===== src/rtl/serpar_pkg.sv =====
package serpar_pkg;

    typedef struct packed {
        logic sum;
        logic carry;
    } cell_state_t;

    typedef enum logic [0:0] {
        SEQ_IDLE = 1'b0,
        SEQ_RUN  = 1'b1
    } seq_mode_t;

    function automatic logic [1:0] fa3(input logic x, input logic y, input logic z);
        logic s;
        logic c;
        s = x ^ y ^ z;
        c = (x & y) | (x & z) | (y & z);
        return {c, s};
    endfunction

endpackage


===== src/rtl/serpar_serializer.sv =====
module serpar_serializer #(
    parameter int W = 16
) (
    input  logic         clk,
    input  logic         rst_n,
    input  logic         clk_en,
    input  logic         load,
    input  logic [W-1:0] din,
    output logic         bit_o
);
    typedef struct packed {
        logic [W-1:0] word;
    } ser_state_t;

    ser_state_t st_d;
    ser_state_t st_q;

    always_comb begin
        st_d = st_q;
        if (clk_en) begin
            if (load) begin
                st_d.word = din;
            end else begin
                st_d.word = {1'b0, st_q.word[W-1:1]};
            end
        end
    end

    always_ff @(posedge clk or negedge rst_n) begin
        if (!rst_n) begin
            st_q <= '0;
        end else begin
            st_q <= st_d;
        end
    end

    assign bit_o = st_q.word[0];

endmodule


===== src/rtl/serpar_cell.sv =====
module serpar_cell
    import serpar_pkg::*;
(
    input  logic clk,
    input  logic rst_n,
    input  logic clk_en,
    input  logic clear,
    input  logic a_bit,
    input  logic b_bit,
    input  logic sum_in,
    output logic sum_o,
    output logic carry_o
);
    cell_state_t st_d;
    cell_state_t st_q;
    logic        pp;
    logic [1:0]  add_r;

    always_comb begin
        pp    = a_bit & b_bit;
        add_r = fa3(pp, sum_in, st_q.carry);
        st_d  = st_q;
        if (clk_en) begin
            if (clear) begin
                st_d = '0;
            end else begin
                st_d.sum   = add_r[0];
                st_d.carry = add_r[1];
            end
        end
    end

    always_ff @(posedge clk or negedge rst_n) begin
        if (!rst_n) begin
            st_q <= '0;
        end else begin
            st_q <= st_d;
        end
    end

    assign sum_o   = st_q.sum;
    assign carry_o = st_q.carry;

endmodule


===== src/rtl/serpar_array.sv =====
module serpar_array #(
    parameter int W = 16
) (
    input  logic         clk,
    input  logic         rst_n,
    input  logic         clk_en,
    input  logic         clear,
    input  logic [W-1:0] a_word,
    input  logic         b_bit,
    output logic         lsb_o
);
    logic [W:0]   sum_chain;
    logic [W-1:0] carry_unused;

    assign sum_chain[W] = 1'b0;

    generate
        for (genvar j = 0; j < W; j++) begin : g_cell
            serpar_cell u_cell (
                .clk     (clk),
                .rst_n   (rst_n),
                .clk_en  (clk_en),
                .clear   (clear),
                .a_bit   (a_word[j]),
                .b_bit   (b_bit),
                .sum_in  (sum_chain[j+1]),
                .sum_o   (sum_chain[j]),
                .carry_o (carry_unused[j])
            );
        end
    endgenerate

    assign lsb_o = sum_chain[0];

endmodule


===== src/rtl/serpar_sequencer.sv =====
module serpar_sequencer
    import serpar_pkg::*;
#(
    parameter int W = 16
) (
    input  logic clk,
    input  logic rst_n,
    input  logic clk_en,
    input  logic load,
    output logic vld_o
);
    localparam int PW = 2 * W;
    localparam int CW = $clog2(PW + 1);

    typedef struct packed {
        seq_mode_t     mode;
        logic [CW-1:0] cnt;
        logic          vld;
    } seq_state_t;

    seq_state_t st_d;
    seq_state_t st_q;

    always_comb begin
        st_d = st_q;
        if (clk_en) begin
            if (load) begin
                st_d.mode = SEQ_RUN;
                st_d.cnt  = '0;
                st_d.vld  = 1'b0;
            end else if (st_q.mode == SEQ_RUN && st_q.cnt < CW'(PW)) begin
                st_d.cnt = st_q.cnt + 1'b1;
                st_d.vld = 1'b1;
            end else begin
                st_d.mode = SEQ_IDLE;
                st_d.vld  = 1'b0;
            end
        end
    end

    always_ff @(posedge clk or negedge rst_n) begin
        if (!rst_n) begin
            st_q <= '{mode: SEQ_IDLE, cnt: '0, vld: 1'b0};
        end else begin
            st_q <= st_d;
        end
    end

    assign vld_o = st_q.vld;

endmodule


===== src/rtl/serpar_mult.sv =====
module serpar_mult #(
    parameter int W = 16
) (
    input  logic         clk,
    input  logic         rst_n,
    input  logic         clk_en,
    input  logic         shift_mode,
    input  logic [W-1:0] opnd_a,
    input  logic [W-1:0] opnd_b,
    output logic         prod_bit,
    output logic         prod_vld
);
    typedef struct packed {
        logic [W-1:0] a_word;
    } top_state_t;

    top_state_t st_d;
    top_state_t st_q;
    logic       load;
    logic       clear;
    logic       ser_bit;
    logic       lsb;
    logic       vld;

    assign load  = ~shift_mode;
    assign clear = load;

    always_comb begin
        st_d = st_q;
        if (clk_en && load) begin
            st_d.a_word = opnd_a;
        end
    end

    always_ff @(posedge clk or negedge rst_n) begin
        if (!rst_n) begin
            st_q <= '0;
        end else begin
            st_q <= st_d;
        end
    end

    serpar_serializer #(.W(W)) u_ser (
        .clk    (clk),
        .rst_n  (rst_n),
        .clk_en (clk_en),
        .load   (load),
        .din    (opnd_b),
        .bit_o  (ser_bit)
    );

    serpar_array #(.W(W)) u_arr (
        .clk    (clk),
        .rst_n  (rst_n),
        .clk_en (clk_en),
        .clear  (clear),
        .a_word (st_q.a_word),
        .b_bit  (ser_bit),
        .lsb_o  (lsb)
    );

    serpar_sequencer #(.W(W)) u_seq (
        .clk    (clk),
        .rst_n  (rst_n),
        .clk_en (clk_en),
        .load   (load),
        .vld_o  (vld)
    );

    assign prod_bit = lsb & vld;
    assign prod_vld = vld;

endmodule


===== config.mk =====
export PLATFORM = sky130hd
export DESIGN_NAME = serpar_mult
export DESIGN_NICKNAME = d
export VERILOG_FILES = /design/src/rtl/serpar_pkg.sv /design/src/rtl/serpar_serializer.sv /design/src/rtl/serpar_cell.sv /design/src/rtl/serpar_array.sv /design/src/rtl/serpar_sequencer.sv /design/src/rtl/serpar_mult.sv
export SDC_FILE = /design/constraint.sdc
export NUM_CORES = 1
export LEC_CHECK = 0
export BUFFER_PORTS_ARGS = -buffer_cell sky130_fd_sc_hd__buf_2
export CORE_MARGIN = 1.5
export CORE_UTILIZATION = 61
export CTS_BUF_LIST = sky130_fd_sc_hd__clkbuf_4 sky130_fd_sc_hd__clkbuf_8
export CTS_CLUSTER_DIAMETER = 120
export DETAILED_ROUTE_END_ITERATION = 7
export PLACE_DENSITY = 0.79
export SKIP_CTS_REPAIR_TIMING = 1
export SLEW_MARGIN = 20
export SYNTH_ARGS = -nofsm -noshare
export SYNTH_HDL_FRONTEND = slang
export SYNTH_HIERARCHICAL = 1
export SYNTH_SLANG_ARGS = --single-unit

===== constraint.sdc =====
create_clock -name clk -period 1.9 [get_ports clk]
set_input_delay 0.095 -clock clk [delete_from_list [all_inputs] [get_ports clk]]
set_output_delay 0.095 -clock clk [all_outputs]
set_load 0.05 [all_outputs]

; Word-level counts from Yosys, hierarchy flattened
; Cells that the tools add are included.
[word_totals]
in_bits = 36
regBits = 72
out_inout_bits = 2
word_cells = 191
[op_classes]
add_sub_neg = 1
n_eq_ne = 2
bitwise_logic = 125
reduce_logical = 4
n_lt_le_gt_ge = 1
n_mux = 21
[ops]
columns = op, count
row1 = $and A1 B1 Y1, 63
row2 = $mux W2, 16
row3 = $xor A1 B1 Y1, 31
row4 = $or A1 B1 Y1, 30
row5 = $mux W16, 1
row6 = $mux W8, 1
row7 = $add A6 B1 Y6 const B, 1
row8 = $lt A6 B6 Y1 const B, 1
row9 = $mux W6, 1
row10 = $reduce_and A2 Y1, 2
row11 = $logic_and A1 B1 Y1, 2
row12 = $mux W1, 2
row13 = $ne A2 B1 Y1 const B, 1
row14 = $ne A2 B2 Y1 const B, 1
row15 = $not A1 Y1, 1

; Logic depth before layout (Yosys ltp)
[depth]
word_depth = 5
ltp_mapped = 5
depth_no_buf = 4

; Cells and area by module
; Netlist, hierarchy kept.
[modules_own_cells]
columns = mod, seq_area_each_um2, area_each_um2, instances, cells_per_inst
row1 = serpar_cell, 50.0, 110.1, 16, 10
row2 = serpar_serializer, 400.4, 742.0, 1, 69
row3 = serpar_mult, 400.4, 656.9, 1, 37
row4 = serpar_sequencer, 200.2, 420.4, 1, 43
row5 = serpar_array, 0.0, 3.8, 1, 1

; Worst setup path after synthesis
; OpenSTA, ideal clock, no wires.
[synth_timing]
path_kind = reg2reg
start = register u_ser/st_q[0] (netlist bit)
end = register u_arr.g_cell[0].u_cell.st_q (netlist bit u_arr/g_cell[0].u_cell/sum_o)
setup_time_ns = 0.125
arrival_ns = 1.434
n_path_buf = 0
stages_incl_launch_ff = 5
setup_slack_ns = 0.341
period_less_slack_ns = 1.559
required_time_ns = 1.775
path_cell_list = dfrtp_1 nand2_1 fa_1 nor2_1 mux2_2
[synth_between]
elab_chain_len = 4
[synth_rtl]
columns = item, line_no
row1 = "start, declared", serpar_serializer.sv:16  ; ser_state_t st_q;
row2 = "start signal, assigned", serpar_serializer.sv:33  ; st_q <= st_d;
row3 = $and A1 B1 Y1, serpar_cell.sv:20  ; pp = a_bit & b_bit;
row4 = $xor A1 B1 Y1 (2 in series), serpar_pkg.sv:16  ; s = x ^ y ^ z;
row5 = $mux W2, serpar_cell.sv:24  ; if (clear) begin
row6 = "end signal, assigned", serpar_cell.sv:37  ; st_q <= st_d;
row7 = "end, declared", serpar_cell.sv:15  ; cell_state_t st_q;
; Every way passes these cells.
; A chain may end at the register's enable or synchronous reset.

; Worst setup path in the final report
[layout_timing]
start = register u_ser/st_q[0] (netlist bit)
end = register u_arr.g_cell[12].u_cell.st_q (netlist bit u_arr/g_cell[12].u_cell/sum_o)
[layout_between]
elab_chain_len = 4
[layout_rtl]
columns = item, line_no
row1 = $and A1 B1 Y1, serpar_cell.sv:20
row2 = $xor A1 B1 Y1 (2 in series), serpar_pkg.sv:16
row3 = $mux W2, serpar_cell.sv:24
row4 = "end signal, assigned", serpar_cell.sv:37
row5 = "end, declared", serpar_cell.sv:15
; Every way passes these cells.

==> results.toml <==
[worst_setup_path]
cp_cell_sequence = "buf_4 > nand2_1 > fa_1 > nor2_1 > mux2_2"
cp_slowest_cell = "fa_1"
crit_path_start_kind = "flop"
rr_endpoint = "u_arr/g_cell[12].u_cell/sum_o"
cp.required_ns = 2.11
r2r-start = "u_ser/st_q[0]"
rrSetupSlack_ns = 0.29
critical_path_class = "reg2reg"
cp_max_fo = 17
rr_worst_depth = 5
worstSetupEndpointType = "flop"
slowest_delay_ns = 0.51
critPathArrivalTime_ns = 1.83

[placed_design]
dpl.hpwl_mm = 4.085
placedCellCount = 418
placed_area_sq_um = 3880
io_buffer_count = 37
gp_congestion = 0.7353
post-place-ws_ns = 0.3205

[sta]
period_share = 0.8483
rsz0062_at_grt = "no"
maxSlewHeadroom = 0.6460
period_minus_slack_ns = 1.612
drv_slew = 0
worst_clock_skew_ns = 0.005575
fin_setup_tns_ns = 0
setup_ws_ns = 0.2882
finalHoldViolCount = 0
setup_viol = 0
worst_pin_slew_ns = 0.5311
max_freq_mhz = 620.4

[routing]
drt-pass1-iter-count = 4
vias_per_cell = 5.327
routed_wl_mm = 6.366
drtIter0Drc = 102
wl_per_cell_um = 14.18
vias = 2392
ant_nets = 0
drc = 0

[hold_path]
holdPathStages = 2
hold_start = "opnd_a[13]"
min_path_type = "in2reg"
holdPathEnd = "st_q[13]"

[flow_run]
drv_cap = 0

[clock_tree]
cts_sinks = 72
cts_buffers = 9
clk_pin_slew_ns = 0.07
htree_levels = 3
cts_tree = "yes"
insertion_delay_ns = 0.33
cts_root_buf = "clkbuf_8"
cts_buffer_depth = 2

[finish]
final_cell_mix = "dfrtp_1, buf_2, inv_1, nor2_1, mux2_2"
antenna_cells = 0
fin_area_sq_um = 4197
nets = 426
mostFrequentLayoutCell = "dfrtp_1"
final_cells = 449
area_delta_synth_final_pct = 17.07
final_layout_size_suffix_gt1_frac = 0.2493

[yosys]
synth_mux_area_frac = 0.1585
synth_top_family_by_area = "multiplexers"
synth-seq-cells = 72
synth_warnings = 6
syn_nets = 363
yosysSeqAreaShare = 0.5026
syn-cell-area_sq_um = 3585
synth_adder_area_share = 0.09284
synth_edf_count = 0
synthXorXnorAreaFrac = 0
async_reset_ff_frac = 1.000
synth_cells = 310
synth_compound_area_frac = 0.06143
synth_flop_cell = "dfrtp_1"
synth.distinct_cells = 29
synth_area_per_cell_sq_um = 11.56
synth_simple_gate_area_share = 0.1236

[floorplan]
start_util = 0.6431
fp-row-count = 27
die_h_um = 79.66
die_w_um = 79.66
dieArea_sq_um = 6346
coreArea_sq_um = 5574
num_io_pins = 38

[global_route]
antenna_found_initial = 0
grtUsageTotal = 0.2195
grt_pass1_vias = 2376
grt_overflow_total = 0
grt_pass1_wl_mm = 10.44
grt_max_degree = 54

[power]
powerDensity_nw_per_um2 = 908.3
leakagePower_nw = 1.923
ir_drop_mv = 0.5388
total_power_mw = 3.812

[status]
status = "finished, final reports clean"
-- final cells by class --
cell class,instances,area [sq um]
Clock buffer,10,131.4
Clock inverter,5,25.02
Fill cell,373,1378
Inverter,38,142.6
Multi-Input combinational cell,192,1570
Sequential cell,72,1802
Tap cell,72,90.09
Timing Repair Buffer,60,435.4
-- report_power, final --
group	total [mW]	switching, mW	internal (mW)
combinational	0.878	0.449	0.430
sequential	1.94	0.150	1.79
clock	0.989	0.520	0.469
-- kinds of logic after synthesis --
| logic type | count (synthesis) |
|---|---|
| adder cells (fa/ha/maj) | 17 |
| AO/OA/AOI/OAI | 41 |
| other | 1 |
| buffers and inverters | 46 |
| multiplexers | 49 |
| AND/OR/NAND/NOR | 84 |
| flip-flops | 72 |
-- cells in the mapped netlist, types with 2 or more instances --
| cell | instances | area (sq um) |
|---|---|---|
| nand3_1 | 4 | 20.02 |
| buf_6 | 3 | 33.78 |
| or4_1 | 2 | 15.01 |
| mux2_2 | 22 | 247.7 |
| nand2_1 | 18 | 67.56 |
| a21oi_1 | 15 | 75.07 |
| mux2i_1 | 17 | 170.2 |
| nor2b_1 | 4 | 25.02 |
| mux2_4 | 10 | 150.1 |
| o21ai_0 | 19 | 95.09 |
| or3b_1 | 16 | 140.1 |
| dfrtp_1 | 72 | 1802 |
| inv_1 | 38 | 142.6 |
| nor2_1 | 32 | 120.1 |
| nand2b_1 | 4 | 25.02 |
| o22ai_1 | 4 | 25.02 |
| buf_2 | 3 | 15.01 |
| fa_1 | 16 | 320.3 |
-- metal layers --
metal | vias up | track usage | wire (um)
met5 | - | 0 | 0
met4 | 0 | 0.1070 | 131
met3 | 14 | 0.04571 | 213
met2 | 48 | 0.3653 | 3159
met1 | 1180 | 0.2728 | 2862
li1 | 1150 | - | -
-- flip-flops by register name, indices dropped and copies added (netlist names) --
signal and flops:
u_ser/st_q 16, u_arr/g_cell.u_cell/sum_o 16, st_q 16, u_seq/st_q 7, u_arr/g_cell.u_cell/carry_o 16, u_seq/vld_o 1
-- metrics by stage --
stage	util	hold WS [ns]
6_report	0.7529	0.01892
3_5_place_dp	0.6961	0.1009
5_1_grt	0.7529	0.006215
3_3_place_gp	0.6961	0.09380
2_1_floorplan	-	-0.2006
4_1_cts	0.7241	-0.2639
-- worst max-delay path, delay by kind of cell (launching register included) --
| family | cells | cell delay (ns) |
|---|---|---|
| flip-flops | 1 | 0.33 |
| adder cells (fa/ha/maj) | 1 | 0.51 |
| multiplexers | 1 | 0.26 |
| AND/OR/NAND/NOR | 2 | 0.16 |
| buffers and inverters | 1 | 0.22 |
-- worst max-delay path by stage --
stage | startpoint | end | slack, ns | depth (start not counted)
floorplan | u_ser/st_q[0] | u_arr/g_cell[0].u_cell/sum_o | 0.34 | 4
global placement | u_ser/st_q[0] | u_arr/g_cell[2].u_cell/sum_o | 0.38 | 5
detailed placement | u_ser/st_q[0] | u_arr/g_cell[12].u_cell/sum_o | 0.32 | 5
CTS | u_ser/st_q[0] | u_arr/g_cell[12].u_cell/sum_o | 0.31 | 5
global route | u_ser/st_q[0] | u_arr/g_cell[8].u_cell/carry_o | 0.24 | 5
finish | u_ser/st_q[0] | u_arr/g_cell[12].u_cell/sum_o | 0.29 | 5
No activity file was read; power rests on OpenSTA's default activity.
